File: src/rtl/ltg_pkg.sv
package ltg_pkg;
    localparam int SEQ_W   = 4;
    localparam int NIB_W   = 4;
    localparam int BYTE_W  = 8;
    localparam logic [BYTE_W-1:0] HDR_BYTE = 8'hF0;
    localparam logic [BYTE_W-1:0] NULL_BYTE = 8'h00;
    localparam logic [NIB_W-1:0] NIB_FIRST = 4'h3;
    localparam logic [NIB_W-1:0] NIB_LAST  = 4'hC;
    localparam logic [NIB_W-1:0] NIB_MID   = 4'h5;

    typedef struct packed {
        logic valid;
        logic phase;   // 0 = low byte next, 1 = high byte next
        logic nulled;
        logic pend;
    } tx_state_t;

    typedef struct packed {
        logic [SEQ_W-1:0] seq;
    } seq_state_t;
endpackage

File: src/rtl/ltg_lane_id.sv
module ltg_lane_id
    import ltg_pkg::*;
#(
    parameter int LANES = 16
) (
    input  logic [$clog2(LANES)-1:0] lane_idx,
    input  logic                     half_width,
    output logic [NIB_W-1:0]         lane_nib
);
    localparam int LW       = $clog2(LANES);
    localparam int TOP_FULL = LANES - 1;
    localparam int TOP_HALF = LANES / 2 - 1;

    logic [LW-1:0] top_lane;

    always_comb begin
        top_lane = half_width ? LW'(TOP_HALF) : LW'(TOP_FULL);
        if (lane_idx == '0)
            lane_nib = NIB_FIRST;
        else if (lane_idx == top_lane)
            lane_nib = NIB_LAST;
        else
            lane_nib = NIB_MID;
    end


    always_comb begin
        lane_zero_chk: assert (lane_idx != '0 || lane_nib == NIB_FIRST)
            else $error("lane 0 nibble wrong");
    end
endmodule

File: src/rtl/ltg_seq_ctr.sv
module ltg_seq_ctr
    import ltg_pkg::*;
(
    input  logic             clk,
    input  logic             rst_n,
    input  logic             restart,
    input  logic             advance,
    output logic [SEQ_W-1:0] seq
);
    seq_state_t st_d, st_q;

    always_comb begin
        st_d = st_q;
        if (restart)
            st_d.seq = '0;
        else if (advance)
            st_d.seq = st_q.seq + 1'b1;
    end

    always_ff @(posedge clk or negedge rst_n) begin
        if (!rst_n) st_q <= '0;
        else        st_q <= st_d;
    end

    assign seq = st_q.seq;


    seq_step_chk: assert property (@(posedge clk) disable iff (!rst_n)
        advance && !restart |=> st_q.seq == SEQ_W'($past(st_q.seq) + 1'b1))
        else $error("sequence step wrong");


    seq_restart_chk: assert property (@(posedge clk) disable iff (!rst_n)
        restart |=> st_q.seq == '0)
        else $error("sequence not cleared");
endmodule

File: src/rtl/ltg_byte_tx.sv
module ltg_byte_tx
    import ltg_pkg::*;
(
    input  logic              clk,
    input  logic              rst_n,
    input  logic              restart,
    input  logic              stop_req,
    input  logic              out_ready,
    input  logic [NIB_W-1:0]  lane_nib,
    input  logic [SEQ_W-1:0]  seq,
    output logic              word_done,
    output logic [BYTE_W-1:0] out_data,
    output logic              out_valid
);
    tx_state_t st_d, st_q;
    logic fire;
    logic go_null;

    always_comb begin
        fire    = st_q.valid && out_ready;
        go_null = stop_req || st_q.pend;
        st_d    = st_q;
        if (restart) begin
            st_d.valid  = 1'b1;
            st_d.phase  = 1'b0;
            st_d.nulled = 1'b0;
            st_d.pend   = 1'b0;
        end else begin
            st_d.valid = 1'b1;
            if (fire) begin
                if (!st_q.nulled)
                    st_d.phase = ~st_q.phase;
                if (go_null) begin
                    st_d.nulled = 1'b1;
                    st_d.pend   = 1'b0;
                end
            end else if (stop_req && !st_q.nulled) begin
                st_d.pend = 1'b1;
            end
        end
        word_done = fire && st_q.phase && !st_q.nulled && !restart;
    end

    always_ff @(posedge clk or negedge rst_n) begin
        if (!rst_n) st_q <= '0;
        else        st_q <= st_d;
    end

    always_comb begin
        if (st_q.nulled)
            out_data = NULL_BYTE;
        else if (st_q.phase)
            out_data = HDR_BYTE;
        else
            out_data = {lane_nib, seq};
        out_valid = st_q.valid;
    end


    phase_flip_chk: assert property (@(posedge clk) disable iff (!rst_n)
        fire && !st_q.nulled && !restart |=> st_q.phase != $past(st_q.phase))
        else $error("byte order broken");


    stall_hold_chk: assert property (@(posedge clk) disable iff (!rst_n)
        st_q.valid && !out_ready && !restart |=> $stable(st_q.phase) && $stable(st_q.nulled))
        else $error("state moved while stalled");


    stop_take_chk: assert property (@(posedge clk) disable iff (!rst_n)
        fire && stop_req && !restart |=> st_q.nulled)
        else $error("stop not applied after transfer");


    null_hold_chk: assert property (@(posedge clk) disable iff (!rst_n)
        st_q.nulled && !restart |=> st_q.nulled && out_data == NULL_BYTE)
        else $error("null output left without restart");


    restart_chk: assert property (@(posedge clk) disable iff (!rst_n)
        restart |=> out_valid && !st_q.phase && !st_q.nulled && !st_q.pend)
        else $error("restart state wrong");


    valid_keep_chk: assert property (@(posedge clk) disable iff (!rst_n)
        out_valid |=> out_valid)
        else $error("valid dropped");
endmodule

File: src/rtl/lane_train_gen.sv
module lane_train_gen
    import ltg_pkg::*;
(
    input  logic       clk,
    input  logic       rst_n,
    input  logic [3:0] lane_idx,
    input  logic       half_width,
    input  logic       restart,
    input  logic       stop_req,
    input  logic       out_ready,
    output logic [7:0] out_data,
    output logic       out_valid
);
    localparam int LANES = 16;

    logic [NIB_W-1:0] lane_nib;
    logic [SEQ_W-1:0] seq;
    logic             word_done;

    ltg_lane_id #(.LANES(LANES)) u_lane (
        .lane_idx   (lane_idx),
        .half_width (half_width),
        .lane_nib   (lane_nib)
    );

    ltg_seq_ctr u_seq (
        .clk     (clk),
        .rst_n   (rst_n),
        .restart (restart),
        .advance (word_done),
        .seq     (seq)
    );

    ltg_byte_tx u_tx (
        .clk       (clk),
        .rst_n     (rst_n),
        .restart   (restart),
        .stop_req  (stop_req),
        .out_ready (out_ready),
        .lane_nib  (lane_nib),
        .seq       (seq),
        .word_done (word_done),
        .out_data  (out_data),
        .out_valid (out_valid)
    );
endmodule

File: config.mk
export PLATFORM = sky130hd
export DESIGN_NAME = lane_train_gen
export DESIGN_NICKNAME = d
export VERILOG_FILES = /design/src/rtl/ltg_pkg.sv /design/src/rtl/ltg_lane_id.sv /design/src/rtl/ltg_seq_ctr.sv /design/src/rtl/ltg_byte_tx.sv /design/src/rtl/lane_train_gen.sv
export SDC_FILE = /design/constraint.sdc
export NUM_CORES = 1
export LEC_CHECK = 0
export ABC_CLOCK_PERIOD_IN_PS = 1300
export BUFFER_PORTS_ARGS = -buffer_cell sky130_fd_sc_hd__buf_4
export CAP_MARGIN = 10
export CORE_AREA = 2 2 39 41
export DETAILED_ROUTE_END_ITERATION = 10
export DIE_AREA = 0 0 41 43
export SYNTH_ARGS = -nofsm -noshare
export SYNTH_HDL_FRONTEND = slang
export SYNTH_SLANG_ARGS = --single-unit
File: constraint.sdc
create_clock -name clk -period 1.3 [get_ports clk]
set_input_delay 0.13 -clock clk [delete_from_list [all_inputs] [get_ports clk]]
set_output_delay 0.13 -clock clk [all_outputs]
set_load 0.02 [all_outputs]
After elaboration in Yosys (flattened, before gate mapping)
Index checks and enable logic that the tools add are counted.
{ "word_totals": {"register_bits": 8, "wordCells": 39} }
{ "op_classes": {"n_mux": 13, "n_addsub": 1, "n_bitwise": 1, "n_eq_ne": 3, "reduce_logical": 16} }
{ "op_table": {"columns": ["op", "count"], "rows": [
  ["$mux 4", 5],
  ["$mux 8", 2],
  ["$reduce_and 2->1", 3],
  ["$reduce_bool 2->1", 3],
  ["$logic_and 1x1->1", 5],
  ["$add 4x1->4 const B", 1],
  ["$eq 4x4->1", 1],
  ["$logic_not 4->1", 1],
  ["$mux 2", 2],
  ["$mux 1", 3],
  ["$mux 3", 1],
  ["$ne 3x3->1 const B", 1],
  ["$reduce_bool 3->1", 1],
  ["$logic_not 1->1", 2],
  ["$ne 2x2->1 const B", 1],
  ["$logic_or 1x1->1", 1],
  ["$not 1->1", 1]
]} }

Logic depth before layout (Yosys ltp)
Gate-level depths: netlist (run 1).
{ "depth": {"ltp_word": 6, "mapped_depth": 4} }

By module
A second synthesis (run 1) with hierarchy kept.
{ "hier_totals": {"hier_cells": 50, "hier_area_um2": 476.7} }
{ "by_module_without_submodules": {"columns": ["mod", "n_inst", "area_each_um2", "cells_per_inst"], "rows": [
  ["ltg_byte_tx", 1, 244.0, 29],
  ["ltg_seq_ctr", 1, 192.7, 16],
  ["ltg_lane_id", 1, 40.0, 5]
]} }

Least setup slack after synthesis (run 1)
No wires, ideal clock.
{ "synth_timing": {"path_kind": "register -> register", "start": "reg u_tx.st_q, in the netlist u_tx.out_valid", "end": "reg u_seq.st_q, in the netlist u_seq.seq[3]", "stages_incl_launch_ff": 4, "t_arrival_ns": 1.163, "period_less_slack_ns": 1.240, "path_buffers": 0, "required_time_ns": 1.223, "setup_time_ns": 0.077, "slack_ns": 0.060, "cell_sequence": "dfrtp_1 nand4b_4 or3_1 a21oi_1"} }
{ "synth_via": {"elab_chain_len": 5} }
{ "synth_rtl": {"columns": ["element", "line", "source"], "rows": [
  ["from (decl)", "ltg_byte_tx.sv:15", "tx_state_t st_d, st_q;"],
  ["from (signal assigned)", "ltg_byte_tx.sv:46", "else st_q <= st_d;"],
  ["$logic_and 1x1->1", "ltg_byte_tx.sv:20", "fire = st_q.valid && out_ready;"],
  ["$logic_and 1x1->1 (3 in a row)", "ltg_byte_tx.sv:41", "word_done = fire && st_q.phase && !st_q.nulled && !restart;"],
  ["$reduce_bool 2->1 (no line)", null, null],
  ["to (signal assigned)", "ltg_seq_ctr.sv:22", "else st_q <= st_d;"],
  ["to (decl)", "ltg_seq_ctr.sv:10", "seq_state_t st_d, st_q;"]
]} }
Every way passes these cells.
A chain may end at the register's enable or synchronous reset.

Worst setup path after layout (run 1)
{ "layout_timing": {"start": "reg u_tx.st_q[1] (netlist bit)", "end": "out out_data[0]"} }
{ "layout_via": {"elab_chain_len": 1} }
{ "layout_rtl": {"columns": ["element", "line", "source"], "rows": [
  ["$mux 8", "ltg_byte_tx.sv:50", "if (st_q.nulled)"],
  ["to (decl)", "lane_train_gen.sv:11", "output logic [7:0] out_data,"]
]} }
Every way passes these cells.

==> results.json, run 1 <==
{
  "root_buffer": "clkbuf_4",
  "rsz0062_at_grt": "yes",
  "rrSetupSlack_ns": 0.12,
  "clk_latency_ns": 0.24,
  "avgRoutedWirePerCell_um": 10.69,
  "die_x_um": 41,
  "path_class": "flip-flop to output pin",
  "fin_area_um2": 669.4,
  "drc_errors": 0,
  "place_area_um2": 606.8,
  "hold_class": "input pin to flip-flop",
  "cp-start-kind": "flip-flop",
  "p_int_uw": 429.4,
  "routed_wl_um": 909,
  "io_buffers": 18,
  "clock.fmax_mhz": 793.3,
  "worst_slack_ns": 0.03942,
  "placed_cells": 81,
  "finalCritPeriodShare": 0.9697,
  "drv_slew": 0,
  "endpoint_kind": "output pin",
  "fin_skew_ns": 0.0007609,
  "grt_pass1_vias": 372,
  "switching_power_uw": 147.5,
  "synth.cell_area_um2": 436.7,
  "grt_usage": 0.1232,
  "cap_viol_max_count": 0,
  "final_cell_mix": "15 x buf_4, 7 x dfrtp_1, 6 x a21oi_1",
  "p_leak_nw": 0.3327,
  "final_cells": 85,
  "max-clock-path-buffers": 2,
  "syn_to_final_growth_pct": 53.30,
  "antenna_found_initial": 0,
  "pwr-share-comb": 0.223,
  "layout-drive-gt1-share": 0.3913,
  "grt_max_degree": 9,
  "core.rowCount": 14,
  "die_y_um": 43,
  "postSynthAreaPerCell_um2": 9.704,
  "ir_drop_uv": 814.1,
  "path_clk_slew_ns": 0.05,
  "hpwl_um": 746.5,
  "core_area_mm2": 0.001384,
  "synth_seq_area_share": 0.4585,
  "first_pass_iters": 3,
  "start_util": 0.3156,
  "hold_violations": 0,
  "globalRouteOverflowTotal": 0,
  "crit_arrival_ns": 1.13,
  "utilization": 0.4837,
  "yosysWarnings": 0,
  "vias": 396,
  "drt_iter0_markers": 2,
  "setup_viol": 0,
  "syn-num-nets": 56,
  "tns_ns": 0,
  "cts_tree": "done",
  "n_antenna_cell": 0,
  "ys_types": 20,
  "grt_first_pass_wirelength_um": 1490,
  "gp_congestion": 0.6927,
  "finalPower_uw": 576.9,
  "dieArea_mm2": 0.001763,
  "clkPwrFrac": 0.304,
  "h-tree-depth": 1,
  "design.portCount": 19,
  "swShare": 0.2557,
  "crit_required_ns": 1.17,
  "ys_ff_latch": 8,
  "powerDensity_mw_per_mm2": 861.8,
  "fin_crit_ns": 1.261,
  "nNetsFinal": 82,
  "via_per_inst": 4.659,
  "cts_made_buffers": 3,
  "ant_nets": 0,
  "cp_max_fo": 6,
  "mostFrequentLayoutCell": "buf_4",
  "pre_cts_ws_ns": 0.05630,
  "cts_sinks": 8,
  "syn_inst": 45,
  "power_frac_seq": 0.473,
  "outcome": "finished clean",
  "timing.hold.ws_ns": 0.1008
}
-- synth_stat cells, drive strengths merged --
| master | number | share of area |
|---|---|---|
| a211oi | 1 | 0.017 |
| o211ai | 1 | 0.017 |
| nor2 | 6 | 0.052 |
| xor2 | 2 | 0.040 |
| or3 | 2 | 0.029 |
| inv | 3 | 0.026 |
| and2 | 4 | 0.057 |
| nand4 | 1 | 0.014 |
| dfrtp | 8 | 0.46 |
| ha | 1 | 0.029 |
| xnor2 | 1 | 0.020 |
| mux2i | 1 | 0.023 |
| nand3 | 1 | 0.011 |
| nand4b | 1 | 0.054 |
| nand3b | 1 | 0.017 |
| o21ai | 2 | 0.023 |
| a21oi | 6 | 0.069 |
| conb | 1 | 0.0086 |
| o21a | 1 | 0.017 |
| or4 | 1 | 0.017 |
-- path summary, 6_finish.rpt --
kind                                                from                  endpoint  cells past startpoint
worst max-delay path            u_tx.st_q[1]$_DFFE_PN0P_               out_data[0]                      4
worst max register to register  u_seq.seq[0]$_DFFE_PN0P_  u_seq.seq[2]$_DFFE_PN0P_                      4
max in group asynchronous                          rst_n  u_tx.st_q[2]$_DFFE_PN0P_                      2
worst min-delay path                             restart  u_tx.st_q[2]$_DFFE_PN0P_                      2
min in group asynchronous                          rst_n  u_seq.seq[2]$_DFFE_PN0P_                      2
worst min register to register  u_seq.seq[3]$_DFFE_PN0P_  u_seq.seq[3]$_DFFE_PN0P_                      2
-- area by class of cell --
cell class | instances | area [um2]
Clock buffer | 3 | 22.52
Fill cell | 140 | 714.4
Timing Repair Buffer | 21 | 178.9
Multi-Input combinational cell | 34 | 235.2
Tap cell | 16 | 20.02
Sequential cell | 8 | 201.4
Inverter | 3 | 11.26
-- per-layer routing --
| layer | vias up | share of wire | GRT usage |
|---|---|---|---|
| met5 | - | 0 | 0 |
| met4 | 0 | 0 | 0.04000 |
| met3 | 0 | 0.039 | 0.03141 |
| met2 | 9 | 0.54 | 0.2000 |
| met1 | 180 | 0.42 | 0.1515 |
| li1 | 207 | - | - |
-- worst max-delay path, cell delays in order, from the launching register on --
cell and delay (ns):
dfrtp_1 0.38, buf_6 0.14, nor2_4 0.10, and2_1 0.15
buf_6 0.12
-- timing repair --
| action | CTS | global route |
|---|---|---|
| gates resized for setup | 2 | 7 |
| endpoints found under the hold margin | 8 | 0 |
| setup buffers | 0 | 0 |
| hold buffers | 1 | 0 |
| setup endpoints to repair | 4 | 7 |
-- registers in the layout, indices dropped and copies added (netlist names) --
| register | count |
|---|---|
| u_seq.seq | 4 |
| u_tx.st_q | 3 |
| u_tx.out_valid | 1 |
-- cells by family after synthesis --
group | Yosys count | share of synthesized area
buf+inv | 3 | 0.02579
fa+ha+maj | 1 | 0.02865
compound gates | 11 | 0.1433
mux | 1 | 0.02292
simple gates | 17 | 0.2521
xor+xnor | 3 | 0.06018
other cells | 1 | 0.008588
flops | 8 | 0.4584
-- power groups by stage --
stage | logic [mW] | registers [mW] | clock network, mW
2_1_floorplan | 0.0530 | 0.276 | 0
3_3_place_gp | 0.120 | 0.275 | 0
3_5_place_dp | 0.122 | 0.274 | 0
4_1_cts | 0.128 | 0.272 | 0.185
5_1_grt | 0.140 | 0.274 | 0.207
6_report | 0.129 | 0.273 | 0.175
Note: power is estimated with default switching activity, not from simulation.
==> run 2, diff against run 1 <==
- PLACE_DENSITY: unset -> 0.57
==> run 2 against run 1 <==
Effect of this change:
- sequential share of layout area unchanged
- core utilization unchanged
- register-to-register slack better by 0.03 ns
- critical path type unchanged
- via count up 2.8%
==> results.json, run 2 (same netlist as run 1, synthesis figures left out) <==
{
  "rrSetupSlack_ns": 0.15,
  "cp_max_fo": 6,
  "hold_violations": 0,
  "max-clock-path-buffers": 2,
  "use_met1": 0.1633,
  "via_per_inst": 4.788,
  "largest_reg_flops": 4,
  "setup_viol": 0,
  "rsz0062_at_grt": "yes",
  "clock.fmax_mhz": 787.5,
  "routed_wl_um": 901,
  "cp-endpoint": "out_data[1]",
  "final_cells": 85,
  "h-tree-depth": 1,
  "core.rowCount": 14,
  "startpoint": "u_tx.st_q[1]$_DFFE_PN0P_",
  "io_buffers": 18,
  "cts_made_buffers": 3,
  "met3_usage": 0.09424,
  "ant_nets": 0,
  "antenna_found_initial": 0,
  "first_pass_iters": 2,
  "grt_first_pass_wirelength_um": 1531,
  "n_antenna_cell": 0,
  "tns_ns": 0,
  "postCtsSetupBuffers": 0,
  "utilization": 0.4837,
  "gp_congestion": 0.6439,
  "grt_max_degree": 9,
  "finalCritPeriodShare": 0.9769,
  "grt_pass1_vias": 372,
  "outcome": "finished clean",
  "final_cell_mix": "15 x buf_4, 7 x dfrtp_1, 6 x a21oi_1",
  "cts_tree": "done",
  "root_buffer": "clkbuf_4",
  "powerDensity_mw_per_mm2": 869.3,
  "globalRouteOverflowTotal": 0,
  "design.portCount": 19,
  "die_x_um": 41,
  "syn_to_final_growth_pct": 53.30,
  "worstRegToRegCells": 3,
  "fin_crit_ns": 1.270,
  "ir_drop_uv": 805.4,
  "cap_viol_max_count": 0,
  "nNetsFinal": 82,
  "fin_skew_ns": 0.005029,
  "finalPower_uw": 581.9,
  "hold_class": "input pin to flip-flop",
  "r2r_start": "u_tx.out_valid$_DFF_PN0_",
  "worst_slack_ns": 0.03009,
  "cts_sinks": 8,
  "grt_busiest_layer": "met2",
  "grt_usage": 0.1340,
  "crit_arrival_ns": 1.14,
  "mostFrequentLayoutCell": "buf_4",
  "rr_endpoint": "u_seq.seq[3]$_DFFE_PN0P_",
  "dieArea_mm2": 0.001763,
  "met2_usage": 0.1844,
  "layout-drive-gt1-share": 0.3913,
  "placed_cells": 81,
  "path_clk_slew_ns": 0.05,
  "drc_errors": 0,
  "drt_iter0_markers": 1,
  "start_util": 0.3156,
  "pre_cts_ws_ns": 0.04883,
  "clk_latency_ns": 0.25,
  "core_area_mm2": 0.001384,
  "avgRoutedWirePerCell_um": 10.60,
  "crit_required_ns": 1.17,
  "vias": 407,
  "p_leak_nw": 0.3328,
  "cp-start-kind": "flip-flop",
  "die_y_um": 43,
  "endpoint_kind": "output pin",
  "path_class": "flip-flop to output pin",
  "drv_slew": 0
}
[run 2: cell counts in the layout (fill, tap and decap cells not counted)]
Identical to the previous run, type by type.
[run 2: power breakdown]
part	switching [mW]	internal, mW	total [mW]	leakage, nW
Sequential	0.0131	0.260	0.273	0.106
Combinational	0.0640	0.0655	0.129	0.213
Clock	0.0747	0.105	0.180	0.0138
Total	0.152	0.430	0.582	0.333
[run 2: routing by layer]
metal,part of all wire,vias up
met5,0,-
met2,0.50,8
met4,0,0
met3,0.043,0
met1,0.45,192
li1,-,207
[run 2: worst min path at each step]
stage,from,end,slack [ns],cells past startpoint
after global routing,restart,u_tx.st_q[2]$_DFFE_PN0P_,0.07,2
after global placement,rst_n,u_seq.seq[1]$_DFFE_PN0P_,-0.05,1
final,restart,u_tx.st_q[2]$_DFFE_PN0P_,0.09,2
after CTS,restart,u_tx.st_q[2]$_DFFE_PN0P_,0.08,2
after detailed placement,rst_n,u_seq.seq[1]$_DFFE_PN0P_,-0.05,1
after floorplan,rst_n,u_seq.seq[0]$_DFFE_PN0P_,-0.17,0
[run 2: timing repair]
item                                    CTS  global route
hold endpoints to repair                  8             0
endpoints found under the setup margin    4             6
gates resized for setup                   3             6
hold buffers                              1             0
[run 2: area by class of cell]
| class | instances | area (um2) |
|---|---|---|
| clock buffers | 3 | 22.52 |
| well taps | 16 | 20.02 |
| inverters | 3 | 11.26 |
| flip-flops and latches | 8 | 201.4 |
| fillers | 146 | 714.4 |
| multi-input cells | 34 | 235.2 |
| repair buffers | 21 | 178.9 |
[run 2: stage by stage]
step | hold slack (ns) | cell area [um2]
final | 0.08518 | 669.4
after global routing | 0.07207 | 669.4
after CTS | 0.07838 | 648.1
after detailed placement | -0.04569 | 606.8
after global placement | -0.04635 | 606.8
after floorplan | -0.1656 | 436.7
[run 2: worst max-delay path, stage by stage, from the launching register on]
cell     delay [ns]
dfrtp_1        0.38
buf_6          0.14
nor2_4         0.11
and2_1         0.15
buf_6          0.12
==> run 3, diff against run 2 <==
- SETUP_SLACK_MARGIN: unset -> 0.4
==> run 3 against run 2 <==
Effect of this change:
- core utilization up 7.5 points
- clock power grew 16%
- global-route usage up 1.4 points
- critical endpoint is now out_data[4]
- highest routed layer is now met4
==> results.json, run 3 (same netlist as run 1, synthesis figures left out) <==
{
  "cp_slowest_cell": "dfrtp_1",
  "start_util": 0.3156,
  "min_from": "out_ready",
  "antenna_found_initial": 0,
  "grt_pass1_vias": 426,
  "core_area_mm2": 0.001384,
  "endpoint_kind": "output pin",
  "syn_to_final_growth_pct": 77.08,
  "grt_max_degree": 9,
  "powerDensity_mw_per_mm2": 839.3,
  "critPathBufInv": 3,
  "cts_made_buffers": 3,
  "cap_viol_max_count": 0,
  "hpwl_um": 742.7,
  "p_leak_nw": 0.3679,
  "crit_family": "flip-flops",
  "design.portCount": 19,
  "first_pass_iters": 4,
  "layout-drive-gt1-share": 0.6216,
  "path_clk_slew_ns": 0.07,
  "crit_chain": "buf_6 -> inv_4 -> o21a_1 -> buf_6",
  "io_buffers": 18,
  "via_per_inst": 4.844,
  "cp-start-kind": "flip-flop",
  "fin_crit_ns": 1.261,
  "die_y_um": 43,
  "vias": 436,
  "die_x_um": 41,
  "pre_cts_ws_ns": 0.07294,
  "drv_slew": 0,
  "utilization": 0.5588,
  "critPathMostFrequentCell": "buf_6",
  "clock.fmax_mhz": 793.2,
  "h-tree-depth": 1,
  "grt_usage": 0.1479,
  "gp_congestion": 0.6789,
  "rsz0062_at_grt": "yes",
  "grt_first_pass_wirelength_um": 1738,
  "crit_required_ns": 1.17,
  "root_buffer": "clkbuf_4",
  "cts_sinks": 8,
  "globalRouteOverflowTotal": 0,
  "core.rowCount": 14,
  "r2r_start": "u_tx.st_q[1]$_DFFE_PN0P_",
  "mostFrequentLayoutCell": "buf_4",
  "fin_area_um2": 773.2,
  "setup_viol": 0,
  "crit_arrival_ns": 1.13,
  "outcome": "finished clean",
  "dieArea_mm2": 0.001763,
  "cts_tree": "done",
  "hold_violations": 0,
  "fin_skew_ns": 0.01352,
  "nNetsFinal": 86,
  "drc_errors": 0,
  "clk_latency_ns": 0.26,
  "finalCritPeriodShare": 0.9698,
  "n_antenna_cell": 0,
  "path_class": "flip-flop to output pin",
  "max-clock-path-buffers": 2,
  "avgRoutedWirePerCell_um": 12.39,
  "rrSetupSlack_ns": 0.08,
  "place_area_um2": 610.6,
  "routed_wl_um": 1115,
  "drt_iter0_markers": 4,
  "largest_reg_flops": 4,
  "worst_slack_ns": 0.03931,
  "hold_class": "input pin to flip-flop",
  "startpoint": "u_tx.st_q[1]$_DFFE_PN0P_",
  "final_cell_mix": "14 x buf_4, 10 x buf_6, 6 x dfrtp_1",
  "crit_path_max_incr_delay_ns": 0.43,
  "ir_drop_uv": 565.8,
  "cp_max_fo": 5,
  "ant_nets": 0
}
[run 3: final cells by class]
type	count	area, um2
Multi-Input combinational cell	34	282.8
Tap cell	16	20.02
Sequential cell	8	202.7
Clock buffer	4	26.28
Fill cell	128	610.6
Inverter	3	13.76
Timing Repair Buffer	25	227.7
[run 3: what timing repair did]
action,4_1_cts,5_1_grt
setup buffers,5,0
hold buffers,1,0
endpoints found under the hold margin,8,0
gates resized for setup,16,11
setup endpoints to repair,15,16
pin swaps,4,0
[run 3: stage by stage]
| stage | power, mW | hold WS, ns | setup TNS, ns | cells |
|---|---|---|---|---|
| after floorplan | 0.3325 | -0.1656 | 0 | 45 |
| after global placement | 0.3975 | -0.04545 | 0 | 80 |
| after detailed placement | 0.3992 | -0.04257 | 0 | 80 |
| after CTS | 0.6478 | 0.07551 | 0 | 90 |
| after global routing | 0.6880 | 0.07475 | -0.03175 | 90 |
| final | 0.6490 | 0.08593 | 0 | 90 |
[run 3: power by group]
part / switching (mW) / total (mW) / internal [mW] / leakage [nW]
combinational: 0.0765 / 0.163 / 0.0866 / 0.248
clock: 0.0917 / 0.209 / 0.118 / 0.0150
sequential: 0.0171 / 0.277 / 0.260 / 0.105
total: 0.185 / 0.649 / 0.464 / 0.368
[run 3: worst paths after layout]
check / cells past startpoint / endpoint
max in group asynchronous: 2 / u_seq.seq[1]$_DFFE_PN0P_
hold reg to reg: 2 / u_seq.seq[3]$_DFFE_PN0P_
hold / removal: 2 / u_tx.st_q[0]$_DFFE_PN0P_
min in group asynchronous: 2 / u_tx.st_q[0]$_DFFE_PN0P_
setup / recovery: 4 / out_data[4]
setup reg to reg: 7 / u_tx.st_q[0]$_DFFE_PN0P_
[run 3: per-layer routing]
| metal | routed length [um] | global-route usage | vias to the layer above |
|---|---|---|---|
| met2 | 618 | 0.2094 | 6 |
| met4 | 8 | 0.1000 | 0 |
| met3 | 23 | 0.03141 | 2 |
| met5 | 0 | 0 | - |
| met1 | 466 | 0.1921 | 212 |
| li1 | - | - | 216 |
[run 3: worst reg2reg max path: cells and delay by family, from the launching register on]
| family | cells | cell delay [ns] |
|---|---|---|
| buf+inv | 5 | 0.52 |
| flops | 1 | 0.43 |
| compound gates | 2 | 0.15 |
